<file path="src/rtl/dram_refresh_monitor.sv">
module dram_refresh_monitor #(
  parameter int ADDR_W         = 7,
  parameter int RETENTION_CLKS = 2000
) (
  input  logic                 clk,
  input  logic                 rst,
  input  logic                 act,
  input  logic [ADDR_W-1:0]    act_row,
  output logic [(1<<ADDR_W)-1:0] stale
);

  localparam int ROWS  = 1 << ADDR_W;
  localparam int AGE_W = $clog2(RETENTION_CLKS + 1);
  localparam logic [AGE_W-1:0] AGE_LIMIT = AGE_W'(RETENTION_CLKS);

  for (genvar gi = 0; gi < ROWS; gi++) begin : g_row
    logic [AGE_W-1:0] age_q;
    logic             hit;

    assign hit = act && (act_row == ADDR_W'(gi));

    always_ff @(posedge clk) begin
      if (rst) begin
        age_q     <= '0;
        stale[gi] <= 1'b0;
      end else begin
        if (hit)                     age_q <= '0;
        else if (age_q != AGE_LIMIT) age_q <= age_q + AGE_W'(1);
        if (age_q == AGE_LIMIT)      stale[gi] <= 1'b1;
      end
    end
  end

endmodule

</file>
<file path="config.mk">
export PLATFORM = sky130hd
export DESIGN_NAME = dram_refresh_monitor
export DESIGN_NICKNAME = d
export VERILOG_FILES = /design/src/rtl/dram_refresh_monitor.sv
export SDC_FILE = /design/constraint.sdc
export NUM_CORES = 2
export LEC_CHECK = 0
export ABC_CLOCK_PERIOD_IN_PS = 3100
export BUFFER_PORTS_ARGS = -buffer_cell sky130_fd_sc_hd__buf_2
export CAP_MARGIN = 20
export CORE_MARGIN = 5
export CORE_UTILIZATION = 60
export DETAILED_ROUTE_END_ITERATION = 7
export GPL_ROUTABILITY_DRIVEN = 0
export MAX_ROUTING_LAYER = met4
export PLACE_DENSITY = 0.8
export REMOVE_ABC_BUFFERS = 1
export SLEW_MARGIN = 30
export SYNTH_ARGS = -nofsm -noshare
export SYNTH_HDL_FRONTEND = slang
export SYNTH_SLANG_ARGS = --single-unit
export TNS_END_PERCENT = 20
</file>
<file path="constraint.sdc">
create_clock -name clk -period 3.1 [get_ports clk]
set_input_delay 0.465 -clock clk [delete_from_list [all_inputs] [get_ports clk]]
set_output_delay 0.465 -clock clk [all_outputs]
set_load 0.005 [all_outputs]
</file>
== After elaboration in Yosys (flattened, before gate mapping) ==
Index checks and enable logic that the tools add are counted.

* Output and inout bits: 128
* Bits in latches: 0
* Memory bits (writable): 0
* Memories kept: 0
* Input bits: 10
* Logic and storage cells: 1024
* Register bits after elaboration: 1536
* Bits in read-only memories: 0

* Multipliers: 0
* $add $sub $neg: 128
* Muxes and demuxes: 0
* Divide/modulo/power cells: 0
* Bitwise operators: 0
* Reduce and logical (&&, ||, !) cells: 257
* Order comparisons: 0
* Equal/unequal tests: 383
* Shift operators: 0

{| class="wikitable"
|+ Operator list
! operator !! number
|-
| adder 11 x 1 -> 11 bit, second input constant || 128
|-
| equality test 11 bit, second input constant || 128
|-
| inequality test 11 bit, second input constant || 128
|-
| equality test 7 bit, second input constant || 64
|-
| OR reduction 2 bit || 128
|-
| equality test 7 x 6 -> 1 bit, second input constant || 32
|-
| logical AND 1 bit || 128
|-
| equality test 7 x 5 -> 1 bit, second input constant || 16
|-
| equality test 7 x 4 -> 1 bit, second input constant || 8
|-
| equality test 7 x 3 -> 1 bit, second input constant || 4
|-
| equality test 7 x 2 -> 1 bit, second input constant || 2
|-
| equality test 7 x 1 -> 1 bit, second input constant || 1
|-
| zero test 7 bit || 1
|}

== Depth between registers and ports, before layout ==
* Depth after elaboration: 3
* Gate-level depth with buffers: 6
* Mapped depth without buffers: 5

== Least setup slack after synthesis ==
OpenSTA, ideal clock, no wires.

* Path kind: register -> register
* Start point: register g_row[103].age_q[0]
* End point: register g_row[103].age_q[2]
* Clock period less this slack: 1.525 ns
* Required time: 2.981 ns
* Slack: 1.575 ns
* Path buffers: 0
* Arrival time: 1.405 ns
* Cell stages (with the launch flop): 6
* Setup time: 0.119 ns
* Cell sequence: dfxtp_1 -> inv_1 -> ha_1 -> nor4bb_1 -> a311o_1 -> a21oi_1

* Longest elaborated chain between the ends: 1
* Elaborated cells on any way between the ends: 2
* Those cells by class: 1 x add/sub; 1 x eq/ne

{| class="wikitable"
|+ RTL lines
! item !! line !! source
|-
| start: declaration || 17 || <nowiki>logic [AGE_W-1:0] age_q;</nowiki>
|-
| start signal: assignment || 28 || <nowiki>else if (age_q != AGE_LIMIT) age_q <= age_q + AGE_W'(1);</nowiki>
|-
| adder 11 x 1 -> 11 bit or inequality test 11 bit (tied branches) || 28 ||
|}

Several ways; a longest one is shown, not always the timed one.
A chain may end at the register's enable or synchronous reset.

== Worst setup path in the final report ==
* Start point: register g_row[73].age_q[0]
* End point: register g_row[73].age_q[1]

* Longest elaborated chain between the ends: 1
* Elaborated cells on any way between the ends: 2
* Those cells by class: 1 x add/sub; 1 x eq/ne

{| class="wikitable"
|+ RTL lines
! item !! line
|-
| start: declaration || 17
|-
| start signal: assignment || 28
|-
| adder 11 x 1 -> 11 bit or inequality test 11 bit (tied branches) || 28
|}

Several ways; a longest one is shown, not always the timed one.

==> key figures <==
Timing
  • Period utilization: 61.3%
  • Hold Vio Cnt, Final: 0
  • Slew margin rel.: 34.4%
  • Slew @ Worst Pin: 971 ps
  • Unrepaired setup endpoints after global routing: no
  • Tmin final: ~1900 ps
  • Fmax: 526 MHz
  • Count of final max-slew check failures: 0
  • Final setup TNS: 0 ps
  • Endpoints failing setup: 0
  • Clock skew: 22.3 ps

CTS
  • Worst-Skew Late Latency: a little under 800 ps
  • Setup bufs post-CTS: 0
  • Clk root buf: clkbuf_16
  • Post-CTS Resized: 0
  • # hold bufs at CTS: 1
  • CTS buffer count: 160
  • Clk sinks: between 1500 and 2000
  • H-tree depth: 4
  • Deepest clock path buffer count: 3
  • CTS clk-pin slew, worst paths: 60 ps
  • CTS tree: built

Drt
  • DR iter-0 viols: 4812
  • DRT antenna net count: 0
  • Total number of vias: 65300
  • DR vias/cell: ~6.4
  • WL met3: 7.74 mm
  • Top Metal Used: met4
  • DRC: 0
  • DRT Pass-1 Iters: 6
  • Average wire per standard cell: 16.5 um
  • Routed WL: 170 mm
  • WL met1: around 76 mm
  • Routed wl met2: a little over 80 mm

Critical path
  • Worst R2R End: g_row[73].age_q[1]
  • CP required: 3730 ps
  • CP startpoint: g_row[73].age_q[0]
  • Setup crit end kind: register
  • Reg-to-reg startpoint: g_row[73].age_q[0]
  • Worst Setup EP: g_row[73].age_q[1]
  • Crit-path max FO: 6
  • FF-to-FF setup slack: 1200 ps
  • Setup crit start kind: register
  • Critical path arrival: around 2500 ps
  • Register-to-Register Path Depth: 5
  • Worst Path Class, Setup: reg2reg

Yosys
  • Mux cell area share after synthesis: 0%
  • Sequential fraction of the synthesis area: between 40% and 50%
  • Ys async rst share: 0%
  • XOR/XNOR share of the synthesized area: 3.03%
  • Synth Area in Adders: 4.33%
  • Main combinational cell family by area after synthesis: simple AND/OR/NAND/NOR gates
  • Simple-Gate Fraction of Synth Area: roughly a quarter
  • Gate count after technology mapping: 8439
  • Post-synth EDFFs: 0
  • Mapped cell area: 74000 um2
  • Synth Area in Compound Gates: a little over a fifth
  • Synth Register Bits: 1536
  • Mean Syn Cell Area: 8.77 um2
  • Post-synth top flop: dfxtp_1
  • Synth cell types: 63
  • Syn. warnings: 0

Global routing
  • First-pass GRT wire length: 281 mm
  • Gr usage total: 25.2%
  • Overflow after GRT: 0
  • Vias in the first global route: about 60000
  • Largest net degree at the start of global routing: 62
  • Initial antenna violation count: 5

Place
  • IO Port Bufs: 137
  • Post-DP HPWL: 113 mm
  • Dpl cells: 9981

Min path
  • Worst hold path type: reg2reg
  • Hold Path Cell Cnt: 2

Cells and area
  • Layout cells sized above 1: 8.59%
  • FILL cells: 9772
  • Fin cells: 10300
  • Most frequent cells in the layout: dfxtp_1, a21oi_1, inv_1, o31ai_1, or4_1
  • Area Growth Syn to Fin: 9.65%
  • Most common cell after layout, fill and taps aside: dfxtp_1
  • Layout net count: 8785

Run status
  • Status: finished, final reports clean

Die
  • Die ar.: between 100000 and 150000 um2
  • Die W: 361 um
  • Die Span Y: around 360 um
  • Core Area: ~120000 um2
  • Cell Rows: between 100 and 150
  • I/O Pins: 138
  • Starting Density: 60.6%

Power and ir drop
  • Max rail drop VDD: 580 uV
  • Power density over the cells: 524 nW/um2
  • Psw: 0.00968 W
  • Clock power frac: 46.2%
  • Flop pwr share: 48.8%
  • Int Pwr: about 0.033 W
  • Static Leak: 26.0 nW
  • Comb pwr share: 5.0%
  • Switching portion of total power: between 20 and 25%

Flow run
  • Max_cap viols: 0
-- worst min-delay path by stage --
stage | startpoint | endpoint | slack, ps
floorplan | stale[101] | stale[101] | 440
global placement | stale[37] | stale[37] | 430
detailed placement | stale[16] | stale[16] | 430
CTS | act_row[6] | g_row[76].age_q[4] | 440
global route | stale[70] | stale[70] | 460
finish | stale[70] | stale[70] | 440
-- logic make-up after synthesis --
group	after synthesis
simple gates	3050
flops	1536
fa+ha+maj	256
buf+inv	850
compound gates	2491
xor+xnor	256
-- per-layer routing --
layer	global-route usage, %	vias up
li1	-	32400
met1	31.2	31400
met2	42.3	1235
met3	3.88	302
met4	8.55	0
met5	-	-
-- cell type report --
type	count	area [um2]	share of cell area, %
sequential	1536	30700	37.9
timing repair buffer	172	986	1.21
clock inverter	48	553	0.681
inverter	596	2240	2.76
clock buffer	240	4880	6.01
multi-input combinational	6053	39700	48.9
tap	1625	2030	2.50
antenna	5	12.5	0.0154
-- stage by stage --
stage / hold WS, ps / util [%] / area, um2 / worst slack [ps] / power, W
after global routing: 459 / 66.4 / 81200 / 1060 / 0.0441
final: 441 / 66.4 / 81200 / 1200 / 0.0425
after CTS: 440 / 66.4 / 81100 / 1190 / 0.0429
after floorplan: 436 / - / 72600 / 754 / 0.0225
after detailed placement: 435 / 61.9 / 75700 / 594 / 0.0233
after global placement: 428 / 61.9 / 75700 / 543 / 0.0231
-- registers in the layout, indices dropped and copies added, names as in the netlist --
name	cells
stale	128
g_row.age_q	1408
-- power groups by stage --
stage | sequential (W) | clock, W | combinational, W
finish | 0.0207 | 0.0196 | 0.00213
floorplan | 0.0210 | 0 | 0.00151
detailed placement | 0.0212 | 0 | 0.00210
global route | 0.0208 | 0.0209 | 0.00241
global placement | 0.0211 | 0 | 0.00199
CTS | 0.0207 | 0.0200 | 0.00213
-- cell usage after synthesis, types with 256 or more instances --
| cell type | number | area (um2) |
|---|---|---|
| a21oi_1 | 1083 | 5420 |
| dfxtp_1 | 1536 | 30700 |
| ha_1 | 256 | 3200 |
| inv_1 | 596 | 2240 |
| nand2_1 | 458 | 1720 |
| nand3_1 | 372 | 1860 |
| nand4_1 | 415 | 2600 |
| nor2_1 | 324 | 1220 |
| o21ai_0 | 280 | 1400 |
| o31ai_1 | 568 | 4260 |
| or3_1 | 342 | 2140 |
| or4_1 | 550 | 4130 |
-- worst max-delay path: stages (launching register included) --
cell	delay (ps)
dfxtp_1	360
inv_1	90
ha_1	150
nor4bb_1	840
a31o_2	270
a21oi_1	60
(Power assumes the default switching activity.)
